[config.mk]
export PLATFORM = sky130hd
export DESIGN_NAME = ipc_mailbox
export DESIGN_NICKNAME = d
export VERILOG_FILES = /design/src/rtl/mbx_pkg.sv /design/src/rtl/mbx_channel.sv /design/src/rtl/mbx_irq_route.sv /design/src/rtl/ipc_mailbox.sv
export SDC_FILE = /design/constraint.sdc
export NUM_CORES = 1
export LEC_CHECK = 0
export ABC_AREA = 1
export BUFFER_PORTS_ARGS = -buffer_cell sky130_fd_sc_hd__buf_2
export CAP_MARGIN = 40
export CORE_UTILIZATION = 58
export DETAILED_ROUTE_END_ITERATION = 6
export PLACE_DENSITY = 0.81
export RECOVER_POWER = 50
export SETUP_SLACK_MARGIN = 0.1
export SLEW_MARGIN = 5
export SYNTH_ARGS = -nofsm -noshare
export SYNTH_HDL_FRONTEND = slang
export SYNTH_SLANG_ARGS = --single-unit
[constraint.sdc]
create_clock -name clk -period 3.4 [get_ports clk]
set_clock_uncertainty 0.2 [all_clocks]
set_input_delay 0 -clock clk [delete_from_list [all_inputs] [get_ports clk]]
set_output_delay 0 -clock clk [all_outputs]
set_load 0.03 [all_outputs]
[src/rtl/mbx_pkg.sv]
package mbx_pkg;
   localparam int ADDR_W = 12;
   localparam int DW     = 32;

   typedef enum logic [3:0] {
      ST_FREE  = 4'h1,
      ST_HELD  = 4'h2,
      ST_SENT  = 4'h4,
      ST_ACKED = 4'h8
   } chan_state_e;

   localparam logic [5:0] OFS_OWNER = 6'h00;
   localparam logic [5:0] OFS_DSET  = 6'h04;
   localparam logic [5:0] OFS_DCLR  = 6'h08;
   localparam logic [5:0] OFS_DSTAT = 6'h0C;
   localparam logic [5:0] OFS_MODE  = 6'h10;
   localparam logic [5:0] OFS_MASK  = 6'h14;
   localparam logic [5:0] OFS_ICLR  = 6'h18;
   localparam logic [5:0] OFS_SEND  = 6'h1C;

   localparam logic [ADDR_W-1:0] KEY_ADDR = 12'hA00;
endpackage

[src/rtl/mbx_channel.sv]
module mbx_channel
   import mbx_pkg::*;
#(
   parameter int NP       = 6,
   parameter int NUM_DATA = 2
) (
   input  logic          clk,
   input  logic          rst_n,
   input  logic          wr_en,
   input  logic [5:0]    off,
   input  logic [DW-1:0] wdata,
   output logic [DW-1:0] rdata,
   output logic [NP-1:0] vis,
   output logic [3:0]    st_code,
   output logic [NP-1:0] owner_o,
   output logic          auto_o,
   output logic [NP-1:0] mask_o
);
   localparam int IDX_W = 3;

   chan_state_e   st_q, st_n;
   logic [NP-1:0] own_q, own_n, mask_q, mask_n, dest_q, dest_n, pend_q, pend_n;
   logic          auto_q, auto_n;
   logic [DW-1:0] data_q [NUM_DATA];
   logic [DW-1:0] data_n [NUM_DATA];

   logic [NP-1:0]    wid;
   logic             hi_zero, id_ok, is_holder, busy, in_data;
   logic [IDX_W-1:0] didx;

   assign wid       = wdata[NP-1:0];
   assign hi_zero   = (wdata[DW-1:NP] == '0);
   assign id_ok     = hi_zero && $onehot(wid);
   assign is_holder = hi_zero && (wid == own_q);
   assign busy      = (st_q != ST_FREE);
   assign in_data   = off[5] && (off[1:0] == 2'b00);
   assign didx      = off[4:2];

   always_comb begin
      st_n   = st_q;
      own_n  = own_q;
      auto_n = auto_q;
      mask_n = mask_q;
      dest_n = dest_q;
      pend_n = pend_q;
      for (int d = 0; d < NUM_DATA; d++) data_n[d] = data_q[d];
      if (st_q == ST_SENT && auto_q) begin
         st_n   = ST_ACKED;
         pend_n = pend_n | own_q;
      end
      if (wr_en) begin
         case (off)
            OFS_OWNER: begin
               if (!busy) begin
                  if (id_ok) begin
                     st_n  = ST_HELD;
                     own_n = wid;
                  end
               end else if (is_holder) begin
                  st_n   = ST_FREE;
                  own_n  = '0;
                  auto_n = 1'b0;
                  dest_n = '0;
                  pend_n = '0;
               end
            end
            OFS_DSET: if (busy) dest_n = dest_q | wid;
            OFS_DCLR: if (busy) dest_n = dest_q & ~wid;
            OFS_MODE: if (busy) auto_n = wdata[0];
            OFS_MASK: mask_n = wid;
            OFS_ICLR: begin
               pend_n = pend_n & ~wid;
               if (st_q == ST_SENT && !auto_q && ((wid & dest_q) != '0)) begin
                  st_n   = ST_ACKED;
                  pend_n = pend_n | own_q;
               end
            end
            OFS_SEND: begin
               if (st_q == ST_HELD && is_holder) begin
                  st_n   = ST_SENT;
                  pend_n = pend_q | dest_q;
               end
            end
            default: begin
               if (in_data && busy) begin
                  for (int d = 0; d < NUM_DATA; d++)
                     if (didx == IDX_W'(d)) data_n[d] = wdata;
               end
            end
         endcase
      end
   end

   always_ff @(posedge clk) begin
      if (!rst_n) begin
         st_q   <= ST_FREE;
         own_q  <= '0;
         auto_q <= 1'b0;
         mask_q <= '1;
         dest_q <= '0;
         pend_q <= '0;
         for (int d = 0; d < NUM_DATA; d++) data_q[d] <= '0;
      end else begin
         st_q   <= st_n;
         own_q  <= own_n;
         auto_q <= auto_n;
         mask_q <= mask_n;
         dest_q <= dest_n;
         pend_q <= pend_n;
         for (int d = 0; d < NUM_DATA; d++) data_q[d] <= data_n[d];
      end
   end

   always_comb begin
      rdata = '0;
      case (off)
         OFS_OWNER: rdata[NP-1:0] = own_q;
         OFS_DSTAT: rdata[NP-1:0] = dest_q;
         OFS_MODE:  rdata[7:0]    = {st_q, 3'b000, auto_q};
         OFS_MASK:  rdata[NP-1:0] = mask_q;
         default: begin
            if (in_data) begin
               for (int d = 0; d < NUM_DATA; d++)
                  if (didx == IDX_W'(d)) rdata = data_q[d];
            end
         end
      endcase
   end

   assign vis     = pend_q & ~mask_q;
   assign st_code = st_q;
   assign owner_o = own_q;
   assign auto_o  = auto_q;
   assign mask_o  = mask_q;
endmodule

[src/rtl/mbx_irq_route.sv]
module mbx_irq_route #(
   parameter int NUM_CH = 4,
   parameter int NP     = 6
) (
   input  logic [NP-1:0]     vis  [NUM_CH],
   output logic [NP-1:0]     irq,
   output logic [NUM_CH-1:0] stat [NP]
);
   for (genvar p = 0; p < NP; p++) begin : g_proc
      for (genvar c = 0; c < NUM_CH; c++) begin : g_ch
         assign stat[p][c] = vis[c][p];
      end
      assign irq[p] = |stat[p];
   end
endmodule

[src/rtl/ipc_mailbox.sv]
module ipc_mailbox
   import mbx_pkg::*;
#(
   parameter int          NUM_CH   = 4,
   parameter int          NUM_DATA = 2,
   parameter int          NP       = 6,
   parameter logic [31:0] LOCK_KEY = 32'h1ACC_E551
) (
   input  logic              clk,
   input  logic              rst_n,
   input  logic              bus_wr,
   input  logic [ADDR_W-1:0] bus_addr,
   input  logic [DW-1:0]     bus_wdata,
   output logic [DW-1:0]     bus_rdata,
   output logic [NP-1:0]     irq_o
);
   localparam int SEL_W = 5;

   if (NUM_CH < 1 || NUM_CH > 32) begin : g_bad_ch
      $error("ipc_mailbox: NUM_CH must be 1..32");
   end
   if (NUM_DATA < 1 || NUM_DATA > 8) begin : g_bad_data
      $error("ipc_mailbox: NUM_DATA must be 1..8");
   end
   if (NP < 4 || NP > 31) begin : g_bad_np
      $error("ipc_mailbox: NP must be 4..31");
   end

   logic             locked_q;
   logic             in_ch, key_hit, stat_hit;
   logic [SEL_W-1:0] ch_sel, p_sel;

   logic [DW-1:0]     ch_rdata [NUM_CH];
   logic [NP-1:0]     ch_vis   [NUM_CH];
   logic [3:0]        ch_st    [NUM_CH];
   logic [NP-1:0]     ch_own   [NUM_CH];
   logic              ch_auto  [NUM_CH];
   logic [NP-1:0]     ch_mask  [NUM_CH];
   logic [NUM_CH-1:0] p_stat   [NP];

   assign in_ch    = (bus_addr[11] == 1'b0);
   assign ch_sel   = bus_addr[10:6];
   assign key_hit  = (bus_addr == KEY_ADDR);
   assign stat_hit = (bus_addr[11:8] == 4'h8) && (bus_addr[2:0] == 3'b000);
   assign p_sel    = bus_addr[7:3];

   always_ff @(posedge clk) begin
      if (!rst_n)                 locked_q <= 1'b1;
      else if (bus_wr && key_hit) locked_q <= (bus_wdata != LOCK_KEY);
   end

   for (genvar c = 0; c < NUM_CH; c++) begin : g_chan
      logic wr_c;
      assign wr_c = bus_wr && !locked_q && in_ch && (ch_sel == SEL_W'(c));
      mbx_channel #(.NP(NP), .NUM_DATA(NUM_DATA)) u_chan (
         .clk     (clk),
         .rst_n   (rst_n),
         .wr_en   (wr_c),
         .off     (bus_addr[5:0]),
         .wdata   (bus_wdata),
         .rdata   (ch_rdata[c]),
         .vis     (ch_vis[c]),
         .st_code (ch_st[c]),
         .owner_o (ch_own[c]),
         .auto_o  (ch_auto[c]),
         .mask_o  (ch_mask[c])
      );
   end

   mbx_irq_route #(.NUM_CH(NUM_CH), .NP(NP)) u_route (
      .vis  (ch_vis),
      .irq  (irq_o),
      .stat (p_stat)
   );

   always_comb begin
      bus_rdata = '0;
      if (key_hit) begin
         bus_rdata[0] = locked_q;
      end else if (in_ch) begin
         for (int c = 0; c < NUM_CH; c++)
            if (ch_sel == SEL_W'(c)) bus_rdata = ch_rdata[c];
      end else if (stat_hit) begin
         for (int p = 0; p < NP; p++)
            if (p_sel == SEL_W'(p)) bus_rdata[NUM_CH-1:0] = p_stat[p];
      end
   end
endmodule

======== Word-level counts from Yosys, hierarchy flattened ========
Memories as Yosys holds them, arrays and structs flattened.
Cells that the tools add are included.
cells by class
  $add $sub $neg .......................... 5
  $mul .................................... 0
  div/mod/pow operators ................... 0
  order comparisons ....................... 0
  equal/unequal tests ..................... 60
  shift-type cells ........................ 0
  multiplexer cells ....................... 170
  bitwise logic cells ..................... 46
  reductions and logical operators ........ 81
operators with widths
  cell                                                                       count
  32-bit 2-to-1 mux                                                          32
  64-bit 2-to-1 mux                                                          12
  6-bit 2-to-1 mux                                                           45
  4-bit 2-to-1 mux                                                           36
  6-bit one-hot mux with 3 select lines                                      8
  6-bit AND                                                                  16
  24-bit 2-to-1 mux                                                          4
  6-bit OR                                                                   16
  6-bit one-hot mux with 4 select lines                                      4
  2-bit by 1-bit inequality test with 1-bit output, second input constant    24
  4-bit one-hot mux with 3 select lines                                      4
  1-bit logical AND                                                          34
  32-bit by 29-bit inequality test with 1-bit output, second input constant  1
  31-bit 2-to-1 mux                                                          1
  6-bit inverter                                                             5
  28-bit 2-to-1 mux                                                          1
  4-bit OR reduction                                                         7
  26-bit zero test                                                           1
  6-bit by 5-bit == test with 1-bit output, second input constant            4
  6-bit == test                                                              4
  6-bit AND reduction                                                        4
  6-bit nonzero test                                                         4
  5-bit by 2-bit == test with 1-bit output, second input constant            4
  5-bit AND reduction                                                        4
  other kinds (28)                                                           87
word-level totals
  register bits after elaboration ......... 117
  latch bits .............................. 0
  bits in writable memories ............... 256
  bits in read-only memories .............. 0
  input port bits ......................... 47
  output and inout port bits .............. 38
  logic and storage cells ................. 391
  memories kept ........................... 4
memory list
  memory                   depth  width  rd ports  clocked after memory_dff  wr ports  line               source
  g_chan[0].u_chan.data_q  2      32     2         0                         2         mbx_channel.sv:24  logic [DW-1:0] data_q [NUM_DATA];
  g_chan[1].u_chan.data_q  2      32     2         0                         2         mbx_channel.sv:24
  g_chan[2].u_chan.data_q  2      32     2         0                         2         mbx_channel.sv:24
  g_chan[3].u_chan.data_q  2      32     2         0                         2         mbx_channel.sv:24

======== Longest topological paths before layout ========
Gate-level depths: netlist of run 1.
  depth after elaboration ................. 11
  gate-level depth with buffers ........... 19

======== Cells and area by module ========
A second synthesis of run 1 with hierarchy kept.
unflattened totals
  cells, all modules ...................... 3455
  area, all modules ....................... 22497.8 um2
by module, submodules not included
  module         instances  cells an instance  area each (um2)  seq. area each (um2)
  mbx_channel    4          766                5153.7           1861.8
  ipc_mailbox    1          349                1635.3           20.0
  mbx_irq_route  1          42                 247.7            0.0

======== Least setup slack after synthesis of run 1 ========
Ideal clock, no wire load.
  path type ............................... in2reg
  start point ............................. input port bus_wdata[1]
  end point ............................... register g_chan[3].u_chan.own_q[0]
  arrival time ............................ 2765 ps
  required time ........................... 3073 ps
  setup slack ............................. 309 ps
  cell stages on the path ................. 16
  cell sequence ........................... clkbuf_1 > clkinv_1 > clkbuf_1 > ha_1 > fa_1 > inv_1 > ha_1 > nor4_1 > nand2_1 > nor2_1 > inv_1 > nand2_1 > nand2_1 > clkbuf_1 > o21ai_0 > a21oi_1
on the way
  cells in the longest elaborated chain, start to end .. 7
ends and longest elaborated chain
  item                                                          line                source
  from (decl)                                                   ipc_mailbox.sv:13   input logic [DW-1:0] bus_wdata,
  1-bit by 1-bit adder with 2-bit output (not written as such)  mbx_channel.sv:33   assign id_ok = hi_zero && $onehot(wid);
  3-bit adder (not written as such) (2 in a row)                mbx_channel.sv:33
  3-bit by 1-bit == test with 1-bit output                      mbx_channel.sv:33
  1-bit logical AND                                             mbx_channel.sv:33
  2-bit nonzero test (no source line)                           -
  4-bit AND reduction (no source line) *                        -
  to (signal assigned)                                          mbx_channel.sv:105  own_q <= own_n;
  to (decl)                                                     mbx_channel.sv:22   logic [NP-1:0] own_q, own_n, mask_q, mask_n, dest_q, dest_n, pend_q, pend_n;
Every way passes the cells marked *; elsewhere a longest branch is shown, timed or not.
A chain may end at the register's enable or synchronous reset.

==> results of run 1 <==
==> routing by layer <==
metal	vias up	global-route usage (%)	part of all wire (%)
li1	9868	-	-
met1	10123	60.1	39
met2	1567	65.4	42
met3	306	10.7	13
met4	6	22.8	5.4
met5	-	0	0.055
==> what timing repair did <==
item,4_1_cts,5_1_grt
gates resized for setup,0,8
setup endpoints to repair,0,102
endpoints found under the hold margin,307,0
hold buffers,46,0
==> cell families after synthesis <==
kind of cell	share of synthesized area (%)
adders and majority gates	0.651
and+or+nand+nor	22.5
DFF	38.1
xor gates and xnor gates	0.268
AOI/OAI and AO/OA	26.3
buffers and inverters	12.1
==> final timing paths <==
kind	to	start
min	g_chan[2].u_chan.st_code[2]$_SDFF_PN0_	bus_addr[3]
min reg2reg	g_chan[2].u_chan.data_q[0][49]$_SDFFE_PN0P_	g_chan[2].u_chan.data_q[0][49]$_SDFFE_PN0P_
max reg2reg	g_chan[0].u_chan.data_q[0][26]$_SDFFE_PN0P_	locked_q$_SDFFE_PN1P_
max	g_chan[0].u_chan.data_q[0][26]$_SDFFE_PN0P_	bus_addr[1]
==> sequential cells by signal, summed over array words and instances, names as in the netlist <==
signal and count:
locked_q 1, g_chan.u_chan.data_q 256, g_chan.u_chan.st_code 16, g_chan.u_chan.owner_o 24, g_chan.u_chan.mask_o 24, g_chan.u_chan.pend_q 24, g_chan.u_chan.dest_q 24, g_chan.u_chan.auto_o 4
==> metrics by stage <==
step | setup WS, ns | power, mW | area [sq um] | hold slack [ns]
after floorplan | 0.309 | 4.77 | 19600 | -0.0327
final | 0.175 | 9.49 | 22300 | 0.0151
after global routing | 0.0711 | 9.65 | 22200 | 0.0513
after global placement | 0.362 | 4.99 | 20500 | 0.139
after detailed placement | 0.231 | 5.00 | 20500 | 0.147
after CTS | 0.130 | 9.43 | 22300 | 0.00574
==> cells in the mapped netlist, drive strengths merged <==
master	n	area (sq um)
and2	1	6.26
a311oi	3	26.3
nor3b	1	7.51
xor2	6	52.6
clkinv	8	30.0
clkbuf	142	539
a22o	2	17.5
nor3	15	91.3
o21bai	1	7.51
a41oi	2	17.5
nor4	4	25.0
o21ai	207	1040
o211ai	36	270
a211oi	215	1610
nand4	33	213
ha	7	87.6
or2	11	68.8
o311ai	1	8.76
or3	1	6.26
fa	2	40.0
o21a	2	15.0
buf	56	257
nand3	119	616
nand2	509	1910
a221oi	7	61.3
inv	412	1550
o41ai	1	8.76
a21oi	225	1130
nor2	379	1450
nand3b	3	22.5
a22oi	13	97.6
o2111ai	5	43.8
dfxtp	373	7470
a31oi	15	93.8
a221o	1	10.0
o22ai	78	488
o221ai	24	210
==> worst min-delay path: stages <==
cell	delay (ns)
sky130_fd_sc_hd__buf_2	0.14
sky130_fd_sc_hd__nand2_1	0.12
sky130_fd_sc_hd__nor2_1	0.11
sky130_fd_sc_hd__buf_4	0.19
sky130_fd_sc_hd__nand4_1	0.12
sky130_fd_sc_hd__a21oi_1	0.07
==> final cells by class <==
cell class              count  area [sq um]  area share, %
repair buffers            208          1510           6.79
flip-flops and latches    373          7470           33.6
inverters                 420          1590           7.14
clock inverters            16           160          0.720
clock buffers              58          1180           5.30
diodes                      3          7.51         0.0337
well taps                 442           553           2.49
multi-input cells        1929          9790           44.0
==> layout by cell type, fill, tap and decap left out, types with 10 or more instances in the layout <==
cell type	instances
sky130_fd_sc_hd__a211oi_1	215
sky130_fd_sc_hd__nor3_1	12
sky130_fd_sc_hd__nand4_1	32
sky130_fd_sc_hd__a21oi_1	224
sky130_fd_sc_hd__or2_2	11
sky130_fd_sc_hd__buf_4	60
sky130_fd_sc_hd__clkinv_2	10
sky130_fd_sc_hd__nand3_1	113
sky130_fd_sc_hd__a31oi_1	15
sky130_fd_sc_hd__nand2_1	505
sky130_fd_sc_hd__inv_1	403
sky130_fd_sc_hd__clkbuf_1	20
sky130_fd_sc_hd__o22ai_1	78
sky130_fd_sc_hd__nor2_1	375
sky130_fd_sc_hd__buf_2	76
sky130_fd_sc_hd__o221ai_1	24
sky130_fd_sc_hd__o211ai_1	36
sky130_fd_sc_hd__a22oi_1	13
sky130_fd_sc_hd__dfxtp_1	373
sky130_fd_sc_hd__o21ai_0	204
sky130_fd_sc_hd__clkbuf_16	41
sky130_fd_sc_hd__dlygate4sd3_1	46
==> report_power, final <==
part | leakage (nW) | switching, mW | internal [mW]
clock | 0.670 | 1.93 | 2.58
sequential | 3.00 | 0.00000195 | 4.37
combinational | 4.89 | 0.454 | 0.156
total | 8.57 | 2.38 | 7.11
==> qor.log, run 1 <==
INFO  floorplanning  floorplan.rows=66
INFO  logic_synthesis synth_cell_types=50
INFO  route          drt_drc_violations_left=4
INFO  clock_tree     cts_tree=done
INFO  timing         fmaxAchievable=310MHz
INFO  clock_tree     cts.root.buffer_cell=sky130_fd_sc_hd__clkbuf_16
INFO  global_route   wire_length_of_the_first_global_routing_pass=117000microns
INFO  clock_tree     clk_pin_slew_worst_paths=0.06ns
INFO  global_route   grt_start_max_net_pins=90
INFO  pwr            worst_ir_drop_vdd=0.506mV
INFO  run            drv_cap=0
INFO  route          via_count=21870
INFO  critical_path  critical_path_cell_count=10
INFO  critical_path  critPathMostFrequentCell=sky130_fd_sc_hd__dlygate4sd3_1
INFO  critical_path  worst_r2r_path_depth=8
INFO  outcome        failed_checks=design-rule violations
INFO  critical_path  critical_path_required=3.65ns
INFO  route          initialDrtViolationCount=2911
INFO  floorplanning  initial_core_util=59.6%
INFO  critical_path  worstPathCellList=dlygate4sd3_1, buf_2, nor2_2, nand2_1, buf_4, dlygate4sd3_1, nor3_2, nand3_2, buf_12, a211oi_1
INFO  floorplanning  floorplan.io_pins=85
INFO  critical_path  crit_type=in2reg
INFO  worst_hold_path worst_hold_path_type=in2reg
INFO  place          place.gp.congestion=1.06
INFO  logic_synthesis postSynthNetCount=2976
INFO  finish         num-nets-final=3029
INFO  finish         post_route_cells_drive_above_1_share=8.56%
INFO  critical_path  critPathArrivalTime=3.47ns
INFO  timing         report.final.hold_viol_count=0
INFO  timing         timing_max_transition_violations_final=0
INFO  timing         timing_worst_slew_pin_value=0.935ns
INFO  logic_synthesis syn_inst=2920
INFO  logic_synthesis share_of_synthesized_area_occupied_by_flip_flops_and_latches=38.1%
INFO  logic_synthesis synth.ff_latch_count=373
INFO  critical_path  regToRegSetupSlack=0.47ns
INFO  logic_synthesis synthesized_cell_area=19600squm
INFO  global_route   grtUsageTotal=44.4%
INFO  global_route   grt_antenna_before_repair=8
INFO  floorplanning  die-height=186microns
INFO  clock_tree     numCtsBuffers=41
INFO  timing         number_of_endpoints_failing_setup_at_the_final_stage=0
INFO  clock_tree     cts_num_sinks=373
INFO  global_route   grt-ovfl-total=0
INFO  critical_path  crit_fanout=44
INFO  clock_tree     insertion_delay=0.57ns
INFO  place          buffer_ports.inserted=84
INFO  timing         finalCriticalPeriod=3.22ns
INFO  finish         fill_cells=2921
INFO  logic_synthesis synth-warning-count=0
INFO  route          drt-wirelength-per-cell=22.6microns
INFO  timing         setup_tns=0ns
INFO  clock_tree     cts.path.max_buffers=3
INFO  outcome        run_status=finished, violations left
INFO  route          ant_nets=0
INFO  critical_path  startpoint_type=primary input
INFO  timing         rsz_0062_raised_after_global_routing=false
INFO  place          dp_hpwl=52100microns
INFO  clock_tree     cts_setup_buffers=0
INFO  floorplanning  die-width=186microns
INFO  critical_path  slowest_stage=sky130_fd_sc_hd__dlygate4sd3_1
INFO  clock_tree     cts_htree_levels=2
INFO  place          placed_cells=3326
INFO  critical_path  timing.critical_path.max_delay_family=buffers and inverters
INFO  floorplanning  core_area=32900squm
INFO  pwr            cellLeakagePower=8.57nW
INFO  finish         postLayoutCoreUtil=67.7%
INFO  finish         layout-area-overhead-vs-synth=13.6%
INFO  timing         worst_slew_margin_rel=37.7%
INFO  finish         finish.cell_count_without_fillers=3449
INFO  route          wirelength=77800microns
INFO  global_route   number_of_global_route_vias_before_repair=20009
INFO  worst_hold_path number_of_cells_on_the_worst_hold_path=6
INFO  logic_synthesis postSynthAreaPerCell=6.71squm
INFO  critical_path  worst-path-buf-inv=5
INFO  pwr            p_per_area=426nW/um^2
INFO  critical_path  cp_peak_stage_delay=0.63ns
INFO  timing         final.period_utilization=94.8%
INFO  route          drt-vias-per-instance=6.34
INFO  floorplanning  design.die.area=34500squm
INFO  critical_path  setup_crit_end_kind=flop
INFO  route          drt_pass1_iterations=7
(Power assumes the default switching activity.)
==> inputs of run 2 (changes only) <==
Settings changed: PLACE_DENSITY 0.81 to 0.76.
==> qor.log, run 2 (synthesis gave the netlist of run 1 again) <==
INFO  route          drt-wirelength-per-cell=21.5microns
INFO  global_route   busiest_layer=met2
INFO  pwr            cellLeakagePower=8.60nW
INFO  floorplanning  die-width=186microns
INFO  critical_path  crit_type=in2out
INFO  clock_tree     insertion_delay=0.59ns
INFO  clock_tree     numCtsBuffers=42
INFO  timing         final.period_utilization=94.2%
INFO  clock_tree     clk_pin_slew_worst_paths=0.06ns
INFO  global_route   groute.layer.met1.usage=58.8%
INFO  pwr            finalPower=9.92mW
INFO  timing         report.final.hold_viol_count=0
INFO  place          dp_hpwl=49800microns
INFO  clock_tree     cts_tree=done
INFO  global_route   grtUsageTotal=43.0%
INFO  global_route   globalRouteMet2Util=62.9%
INFO  clock_tree     cts.path.max_buffers=3
INFO  global_route   grt-ovfl-total=0
INFO  global_route   grt_start_max_net_pins=107
INFO  finish         most-common-layout-cells=sky130_fd_sc_hd__nand2_1, sky130_fd_sc_hd__inv_1, sky130_fd_sc_hd__nor2_1, sky130_fd_sc_hd__dfxtp_1, sky130_fd_sc_hd__a21oi_1
INFO  pwr            clock_power_share=49.9%
INFO  finish         flip_flop_count_of_the_largest_register_after_layout=256
INFO  route          drt-vias-per-instance=6.20
INFO  floorplanning  initial_core_util=59.6%
INFO  global_route   wire_length_of_the_first_global_routing_pass=114000microns
INFO  pwr            swShare=24.5%
INFO  worst_hold_path worst_hold_path_type=in2reg
INFO  floorplanning  design.die.area=34500squm
INFO  timing         number_of_endpoints_failing_setup_at_the_final_stage=0
INFO  critical_path  startpoint_type=primary input
INFO  critical_path  setup_crit_end_kind=output pin
INFO  finish         post_route_cells_drive_above_1_share=8.36%
INFO  finish         num-nets-final=3026
INFO  place          place.gp.congestion=1.05
INFO  outcome        run_status=finished, final reports clean
INFO  place          pre_cts_ws=0.485ns
INFO  place          placed_cells=3322
INFO  finish         largest_register_by_flop_count=g_chan.u_chan.data_q
INFO  place          buffer_ports.inserted=84
INFO  global_route   grt_antenna_before_repair=5
INFO  finish         final_common_cell=sky130_fd_sc_hd__nand2_1
INFO  route          ant_nets=0
INFO  route          initialDrtViolationCount=2577
INFO  timing         finalCriticalPeriod=3.20ns
INFO  route          drt_pass1_iterations=7
INFO  floorplanning  die-height=186microns
INFO  route          drt_drc_violations_left=0
INFO  pwr            sequentialPowerShare=44.1%
INFO  global_route   number_of_global_route_vias_before_repair=19934
INFO  floorplanning  floorplan.io_pins=85
INFO  timing         timing_worst_slew_pin_value=1.41ns
INFO  route          wirelength=73900microns
INFO  timing         fin_hold_ws=0.0416ns
INFO  global_route   globalRouteMet3Util=10.9%
INFO  clock_tree     cts_num_sinks=373
INFO  pwr            net-switching-power=2.43mW
INFO  timing         fmaxAchievable=312MHz
INFO  floorplanning  floorplan.rows=66
INFO  timing         worst_slew_margin_rel=5.93%
INFO  critical_path  critPathArrivalTime=3.00ns
INFO  timing         rsz_0062_raised_after_global_routing=false
INFO  clock_tree     cts.root.buffer_cell=sky130_fd_sc_hd__clkbuf_16
INFO  run            drv_cap=0
INFO  critical_path  crit_fanout=12
INFO  pwr            power.combinational.fraction=6.0%
INFO  finish         fill_cells=2914
INFO  timing         final.setup.worst_slack=0.197ns
INFO  clock_tree     cts_htree_levels=2
INFO  timing         timing_max_transition_violations_final=0
INFO  route          via_count=21364
INFO  pwr            p_per_area=444nW/um^2
INFO  pwr            internal_power=7.48mW
INFO  finish         finish.cell_count_without_fillers=3445
INFO  floorplanning  core_area=32900squm
INFO  finish         layout-area-overhead-vs-synth=14.1%
INFO  pwr            worst_ir_drop_vdd=0.441mV
INFO  critical_path  critical_path_required=3.20ns
INFO  timing         setup_tns=0ns
## run 2: cell types whose count changed in the layout (fill, tap and decap cells not counted), sizes merged
cell and change:
inv +1, clkbuf -2, diode -2, clkinv -4
bufinv +4, buf -2, clkinvlp +1
## run 2: worst paths after layout
| check | slack [ns] | depth (start not counted) | start | end |
|---|---|---|---|---|
| worst min-delay path | 0.04 | 8 | bus_addr[3] | g_chan[0].u_chan.st_code[3]$_SDFF_PN0_ |
| worst max-delay path | 0.20 | 13 | bus_addr[5] | bus_rdata[7] |
| worst max register to register | 0.38 | 9 | locked_q$_SDFFE_PN1P_ | g_chan[0].u_chan.data_q[0][43]$_SDFFE_PN0P_ |
| worst min register to register | 0.26 | 2 | g_chan[1].u_chan.data_q[0][32]$_SDFFE_PN0P_ | g_chan[1].u_chan.data_q[0][32]$_SDFFE_PN0P_ |
## run 2: stage by stage
stage	area (sq um)	utilization, %
after floorplan	19600	-
after CTS	22500	68.3
after detailed placement	20500	62.3
final	22400	68.0
after global routing	22400	68.0
after global placement	20500	62.3
## run 2: power by group through the flow
| stage | clock network [mW] | registers, mW | logic (mW) |
|---|---|---|---|
| 3_5_place_dp | 0 | 4.47 | 0.530 |
| 2_1_floorplan | 0 | 4.47 | 0.306 |
| 4_1_cts | 4.95 | 4.37 | 0.570 |
| 5_1_grt | 5.14 | 4.37 | 0.626 |
| 3_3_place_gp | 0 | 4.47 | 0.526 |
| 6_report | 4.95 | 4.37 | 0.598 |
## run 2: cell type report
class / count / area (sq um) / share of cell area, %
Tap cell: 442 / 553 / 2.47
Timing Repair Buffer: 204 / 1460 / 6.55
Multi-Input combinational cell: 1929 / 9780 / 43.8
Clock inverter: 18 / 302 / 1.35
Clock buffer: 58 / 1200 / 5.37
Inverter: 420 / 1590 / 7.09
Sequential cell: 373 / 7470 / 33.4
Antenna cell: 1 / 2.50 / 0.0112
## run 2: worst max-delay path: stages
cell and delay, ns:
sky130_fd_sc_hd__dlygate4sd3_1 0.54, sky130_fd_sc_hd__buf_2 0.17, sky130_fd_sc_hd__inv_1 0.11, sky130_fd_sc_hd__nand2_1 0.14
sky130_fd_sc_hd__nor2_1 0.09, sky130_fd_sc_hd__inv_2 0.20, sky130_fd_sc_hd__nand3_1 0.13, sky130_fd_sc_hd__inv_1 0.46
sky130_fd_sc_hd__o21ai_1 0.31, sky130_fd_sc_hd__a21oi_1 0.18, sky130_fd_sc_hd__nor2_1 0.05, sky130_fd_sc_hd__nor2_1 0.33
sky130_fd_sc_hd__buf_2 0.28
## run 2: routing by layer
| layer | routed length, microns | part of all wire, % | vias to the layer above |
|---|---|---|---|
| li1 | - | - | 9886 |
| met1 | 30300 | 41 | 9865 |
| met2 | 30700 | 42 | 1349 |
| met3 | 9400 | 13 | 260 |
| met4 | 3540 | 4.8 | 4 |
| met5 | 22 | 0.030 | - |
## run 2: what timing repair did
action,4_1_cts,5_1_grt
endpoints found under the setup margin,0,7
hold buffers,46,0
setup buffers,0,0
gates resized for setup,0,4
endpoints found under the hold margin,325,0
